--- src/rtl/burst_pkg.sv ---
package burst_pkg;
  localparam int DATA_W = 64;
  localparam int LANES  = DATA_W / 8;
  localparam int BEATS  = 4;
  localparam int BEAT_W = $clog2(BEATS);
endpackage

--- src/rtl/burst_decide.sv ---
module burst_decide #(
  parameter int               QA_W     = 29,
  parameter logic [QA_W-1:0]  CACHE_LO = 4,
  parameter logic [QA_W-1:0]  CACHE_HI = 19
) (
  input  logic [QA_W-1:0] qa_i,
  input  logic            cache_req_i,
  input  logic            write_i,
  output logic            burst_o
);
  logic in_win;
  assign in_win = (qa_i >= CACHE_LO) && (qa_i <= CACHE_HI);
  // writebacks are always line bursts; reads need the cacheable window
  assign burst_o = write_i ? cache_req_i : (cache_req_i && in_win);
endmodule

--- src/rtl/burst_beat_seq.sv ---
module burst_beat_seq
  import burst_pkg::*;
#(
  parameter int QA_W = 29
) (
  input  logic              clk_i,
  input  logic              rst_ni,
  input  logic              start_i,
  input  logic              burst_i,
  input  logic [QA_W-1:0]   qa_i,
  output logic              busy_o,
  output logic              burst_o,
  output logic              first_o,
  output logic              last_o,
  output logic [QA_W-1:0]   qa_o
);
  logic              busy_q, burst_q;
  logic [BEAT_W-1:0] beat_q;
  logic [QA_W-1:0]   start_q;

  always_ff @(posedge clk_i or negedge rst_ni) begin
    if (!rst_ni) begin
      busy_q  <= 1'b0;
      burst_q <= 1'b0;
      beat_q  <= '0;
      start_q <= '0;
    end else if (!busy_q) begin
      if (start_i) begin
        busy_q  <= 1'b1;
        burst_q <= burst_i;
        beat_q  <= '0;
        start_q <= qa_i;
      end
    end else begin
      if (last_o) busy_q <= 1'b0;
      beat_q <= beat_q + 1'b1;
    end
  end

  assign busy_o  = busy_q;
  assign burst_o = burst_q;
  assign first_o = (beat_q == '0);
  assign last_o  = busy_q && (!burst_q || (beat_q == BEAT_W'(BEATS - 1)));
  // interleaved order inside the line
  assign qa_o    = {start_q[QA_W-1:BEAT_W], start_q[BEAT_W-1:0] ^ beat_q};

  a_r3_single_one_beat: assert property (@(posedge clk_i) disable iff (!rst_ni)
    (busy_q && !burst_q) |-> first_o);
  a_r4_same_line: assert property (@(posedge clk_i) disable iff (!rst_ni)
    (busy_q && !first_o) |-> (qa_o[QA_W-1:BEAT_W] == $past(qa_o[QA_W-1:BEAT_W])));
  a_r4_new_qword: assert property (@(posedge clk_i) disable iff (!rst_ni)
    (busy_q && !first_o) |-> (qa_o[BEAT_W-1:0] != $past(qa_o[BEAT_W-1:0])));
  a_r9_start_held: assert property (@(posedge clk_i) disable iff (!rst_ni)
    (busy_q && !first_o) |-> $stable(start_q));
endmodule

--- src/rtl/qword_mem.sv ---
module qword_mem
  import burst_pkg::*;
#(
  parameter int DEPTH = 32,
  localparam int IDX_W = $clog2(DEPTH)
) (
  input  logic              clk_i,
  input  logic              rst_ni,
  input  logic              we_i,
  input  logic [LANES-1:0]  wmask_i,
  input  logic [IDX_W-1:0]  idx_i,
  input  logic [DATA_W-1:0] wdata_i,
  output logic [DATA_W-1:0] rdata_o
);
  logic [DATA_W-1:0] mem_q [DEPTH];

  always_ff @(posedge clk_i or negedge rst_ni) begin
    if (!rst_ni) begin
      for (int i = 0; i < DEPTH; i++) mem_q[i] <= '0;
    end else if (we_i) begin
      for (int b = 0; b < LANES; b++)
        if (wmask_i[b]) mem_q[idx_i][8*b +: 8] <= wdata_i[8*b +: 8];
    end
  end

  assign rdata_o = mem_q[idx_i];
endmodule

--- src/rtl/burst_mem_resp.sv ---
module burst_mem_resp
  import burst_pkg::*;
#(
  parameter int               QA_W     = 29,
  parameter int               MEM_QW   = 32,
  parameter logic [QA_W-1:0]  CACHE_LO = 4,
  parameter logic [QA_W-1:0]  CACHE_HI = 19
) (
  input  logic              clk_i,
  input  logic              rst_ni,
  input  logic              ads_i,
  input  logic              cache_req_i,
  input  logic              write_i,
  input  logic [QA_W-1:0]   qaddr_i,
  input  logic [LANES-1:0]  be_i,
  input  logic [DATA_W-1:0] wdata_i,
  output logic              ready_o,
  output logic              ken_o,
  output logic [QA_W-1:0]   beat_qaddr_o,
  output logic [DATA_W-1:0] rdata_o
);
  localparam int IDX_W = $clog2(MEM_QW);

  logic              burst_d, busy, burst, first, last, accept;
  logic              wr_q;
  logic [LANES-1:0]  be_q, lane_en;
  logic [QA_W-1:0]   cur_qa;
  logic [DATA_W-1:0] mem_rd, rmask;

  assign accept = ads_i && !busy;

  burst_decide #(.QA_W(QA_W), .CACHE_LO(CACHE_LO), .CACHE_HI(CACHE_HI)) u_decide (
    .qa_i        (qaddr_i),
    .cache_req_i (cache_req_i),
    .write_i     (write_i),
    .burst_o     (burst_d)
  );

  burst_beat_seq #(.QA_W(QA_W)) u_seq (
    .clk_i   (clk_i),
    .rst_ni  (rst_ni),
    .start_i (accept),
    .burst_i (burst_d),
    .qa_i    (qaddr_i),
    .busy_o  (busy),
    .burst_o (burst),
    .first_o (first),
    .last_o  (last),
    .qa_o    (cur_qa)
  );

  always_ff @(posedge clk_i or negedge rst_ni) begin
    if (!rst_ni) begin
      wr_q <= 1'b0;
      be_q <= '0;
    end else if (accept) begin
      wr_q <= write_i;
      be_q <= be_i;
    end
  end

  // bursts move whole quadwords; byte-enables shape single transfers only
  assign lane_en = burst ? '1 : be_q;

  qword_mem #(.DEPTH(MEM_QW)) u_mem (
    .clk_i   (clk_i),
    .rst_ni  (rst_ni),
    .we_i    (busy && wr_q),
    .wmask_i (lane_en),
    .idx_i   (cur_qa[IDX_W-1:0]),
    .wdata_i (wdata_i),
    .rdata_o (mem_rd)
  );

  for (genvar g = 0; g < LANES; g++) begin : g_lane
    assign rmask[8*g +: 8] = {8{lane_en[g]}};
  end

  assign ready_o      = busy;
  assign ken_o        = busy && first && burst && !wr_q;
  assign beat_qaddr_o = cur_qa;
  assign rdata_o      = (busy && !wr_q) ? (mem_rd & rmask) : '0;

  a_r2_ken_first_read: assert property (@(posedge clk_i) disable iff (!rst_ni)
    ken_o |-> (ready_o && first && !wr_q));
  a_r2_ken_window: assert property (@(posedge clk_i) disable iff (!rst_ni)
    ken_o |-> ((beat_qaddr_o >= CACHE_LO) && (beat_qaddr_o <= CACHE_HI)));
  a_r3_single_ends: assert property (@(posedge clk_i) disable iff (!rst_ni)
    (ready_o && !burst) |=> !ready_o);
  a_r3_burst_runs: assert property (@(posedge clk_i) disable iff (!rst_ni)
    (ready_o && burst && !last) |=> ready_o);
  a_r9_idle_after_last: assert property (@(posedge clk_i) disable iff (!rst_ni)
    (ready_o && last) |=> !ready_o);
endmodule

--- config.mk ---
export PLATFORM = sky130hd
export DESIGN_NAME = burst_mem_resp
export DESIGN_NICKNAME = d
export VERILOG_FILES = /design/src/rtl/burst_pkg.sv /design/src/rtl/burst_decide.sv /design/src/rtl/burst_beat_seq.sv /design/src/rtl/qword_mem.sv /design/src/rtl/burst_mem_resp.sv
export SDC_FILE = /design/constraint.sdc
export NUM_CORES = 2
export LEC_CHECK = 0
export BUFFER_PORTS_ARGS = -buffer_cell sky130_fd_sc_hd__clkbuf_2
export CAP_MARGIN = 25
export CORE_MARGIN = 2
export CORE_UTILIZATION = 55
export DETAILED_ROUTE_END_ITERATION = 8
export GPL_TIMING_DRIVEN = 0
export PLACE_DENSITY = 0.82
export REMOVE_ABC_BUFFERS = 1
export SLEW_MARGIN = 10
export SYNTH_ARGS = -nofsm -noshare
export SYNTH_HDL_FRONTEND = slang
export SYNTH_SLANG_ARGS = --single-unit
--- constraint.sdc ---
create_clock -name clk_i -period 2.65 [get_ports clk_i]
set_input_delay 0.265 -clock clk_i [delete_from_list [all_inputs] [get_ports clk_i]]
set_output_delay 0.265 -clock clk_i [all_outputs]
set_load 0.05 [all_outputs]
==> flow_metrics.env <==
export IMPL_required_ns=2.38
export IMPL_clkTransAtPathRegs_ns=0.07
export IMPL_drtIter0Drc=7358
export IMPL_clock_skew_ns=0.0312
export IMPL_die_h_um=420
export IMPL_synth_edf_count=0
export IMPL_hp_class="in -> async"
export IMPL_ys_seq_area_share_pct=55.1
export IMPL_synth_top_cell_by_area="dfrtp_1"
export IMPL_yosysWarnings=0
export IMPL_fin_crit_sh_pct=170
export IMPL_io_pins=201
export IMPL_grt_max_degree=109
export IMPL_grt_overflow=0
export IMPL_die_area_sq_mm=0.176
export IMPL_cpLargestDelayFamily="buffers and inverters"
export IMPL_dp_slack_ns=-2.89
export IMPL_start_util_pct=55.4
export IMPL_core_sq_mm=0.172
export IMPL_async_reset_ff_share_pct=100
export IMPL_hold_ws_ns=-0.0269
export IMPL_regToRegSetupSlack_ns=-0.96
export IMPL_cap_violations=0
export IMPL_ys_seq_elements=2090
export IMPL_yosysUniqueCellTypes=60
export IMPL_ff2ff_path_depth=7
export IMPL_cp_data_arrival_time_ns=4.23
export IMPL_rsz0062_at_grt="yes"
export IMPL_netlist_area_sq_mm=0.0950
export IMPL_antenna_found_initial=11
export IMPL_relSlewSlack_pct=15.5
export IMPL_grt_pass1_vias=64552
export IMPL_grt_pass1_wl_um=430000
export IMPL_cts_buffers=206
export IMPL_period_minus_slack_ns=4.49
export IMPL_crit_chain="xnor2_4, buf_12, buf_16, buf_16, buf_16, inv_16, buf_16, buf_16, buf_16, mux4_2, mux4_2, o2bb2ai_4, nor3_4, buf_8"
export IMPL_p_leak_nw=52.6
export IMPL_port_buffers=200
export IMPL_worst_path_buf_inv=9
export IMPL_outcome="complete, but fails checks"
export IMPL_die_w_um=420
export IMPL_h_tree_depth=4
export IMPL_setup_tns_ns=-1078.20
export IMPL_synth_area_leaders="dfrtp_1 (55%), mux2_2 (25%), mux4_2 (11%), clkbuf_1 (1.1%), nor2_2 (0.99%)"
export IMPL_via_per_inst=6.88
export IMPL_slew_viol_final=0
export IMPL_tightest_slew_ns=1.27
export IMPL_critPathMaxFanout=7
export IMPL_grt_use_total_pct=33.1
export IMPL_reg2reg_to="u_mem.mem_q[1017]"
export IMPL_dp_hpwl_um=153000
export IMPL_rows=152
export IMPL_area_growth_pct=20.7
export IMPL_end_kind="output port"
export IMPL_crit_top_cell="buf_16"
export IMPL_irDropWorstVdd_mv=1.08
export IMPL_synth_flop_cell="dfrtp_1"
export IMPL_synth_top_area_share_pct=55.1
export IMPL_hold_viol=35
export IMPL_avgSynthCellArea_sq_um=15.5
export IMPL_gp_congestion=0.793
export IMPL_ys_top_cells_by_count="mux2_2 (2111), dfrtp_1 (2090), mux4_2 (467)"
export IMPL_start_kind="flop"
export IMPL_wirelength_um=307000
export IMPL_synth_most_common_cell="mux2_2"
export IMPL_worstSetupPathType="reg -> out"
export IMPL_fin_nets=6657
export IMPL_crit_path_top_delay_cell="mux4_2"
export IMPL_wl_per_cell_um=34.0
export IMPL_clock_sinks=2090
export IMPL_worst_slack_ns=-1.84
export IMPL_first_pass_iters=6
export IMPL_setup_violations=2200
export IMPL_r2r_start="u_seq.start_q[4]"
export IMPL_p_per_area_mw_per_mm2=1240
export IMPL_drtAntennaViolNets=0
export IMPL_drc=0
export IMPL_fmax_mhz=223
export IMPL_failed_checks="negative hold slack, negative setup slack"
export IMPL_vias=62134
export IMPL_syn_instance_count=6116
export IMPL_worstSkewPairLatency_ns=0.87
export IMPL_clock_root_buffer="clkbuf_16"
export IMPL_drive_gt1_share_pct=60.5
export IMPL_cts_buffer_depth=3
export IMPL_max_stage_delay_ns=0.58
export IMPL_cts_tree="done"
-- routing by layer --
metal	track usage (%)	up-vias	wire [um]
met4	22.4	14	26400
li1	-	23723	-
met1	42.3	32752	107000
met3	8.14	1420	32300
met2	50.4	4225	141000
met5	0.139	-	169
-- sequential cells by signal, indices dropped and copies added, names as in the netlist --
register,count
be_q,8
u_mem.mem_q,2048
u_seq.beat_q,2
u_seq.burst_o,1
u_seq.busy_o,1
u_seq.start_q,29
wr_q,1
-- worst register-to-register path: stages, from the launching register on --
cell and delay [ns]:
dfrtp_4 0.48, buf_16 0.27, nor2b_4 0.45, buf_6 0.25, nor2b_4 0.57, nand2_1 0.30, nor2_1 0.78, mux2_2 0.42
-- metrics by stage --
step	instances	cell area (sq um)	util, %	total power [mW]
after floorplan	5680	92900	-	67.0
after global placement	8190	96800	56.4	71.5
after detailed placement	8269	98800	57.6	93.3
after CTS	8923	112000	65.6	135
after global routing	9021	115000	66.8	145
final	9027	115000	66.8	142
-- report_power, final --
| group | total [mW] | switching [mW] | internal [mW] |
|---|---|---|---|
| combinational | 59.8 | 29.7 | 30.1 |
| sequential | 52.0 | 7.63 | 44.3 |
| clock | 30.1 | 12.8 | 17.3 |
| total | 142 | 50.1 | 91.7 |
-- layout by cell type (no fill, tap or decap), drive strengths merged, types with 18 or more instances in the layout --
cell	count
nor4	32
clkbuf	484
clkinv	45
mux2	2111
nand2	151
nor3	20
buf	416
nor2	356
dfrtp	2090
nand3	18
o21ai	49
dlygate4sd3	43
o22ai	145
mux4	467
mux2i	57
-- timing repair --
action                                  4_1_cts  5_1_grt
hold buffers                                 50        0
endpoints found under the setup margin     2858     2882
pin swaps                                    82       95
resized for setup                           574      286
hold endpoints to repair                    173        0
setup buffers                               177       98
gates cloned                                 57       15
-- cells by family after synthesis --
kind of cell               share of synthesized area (%)
xor gates and xnor gates                          0.0435
muxes                                               36.7
and+or+nand+nor                                     3.72
buffers and inverters                               2.26
AOI/OAI and AO/OA                                   2.18
adders and majority gates                         0.0263
DFF                                                 55.1
-- cell type report --
class,instances,area [sq um]
timing repair inverter,4,63.8
tap,2310,2890
fill,10310,56900
clock inverter,67,717
timing repair buffer,654,8990
sequential,2090,52300
inverter,6,55.1
clock buffer,303,6150
antenna,6,15.0
multi-input combinational,3587,43500
-- worst max-delay path by stage --
stage	start	endpoint	slack, ns	cells after the start
final	u_seq.start_q[0]	rdata_o[1]	-1.84	14
after CTS	u_seq.beat_q[0]	rdata_o[1]	-1.80	14
after floorplan	u_seq.beat_q[0]	u_mem.mem_q[1920]	-16.99	5
after detailed placement	u_seq.beat_q[0]	rdata_o[1]	-2.89	14
after global routing	u_seq.start_q[0]	rdata_o[1]	-1.89	14
after global placement	rst_ni	u_mem.mem_q[1322]	-47.45	1
(Power assumes the default switching activity.)
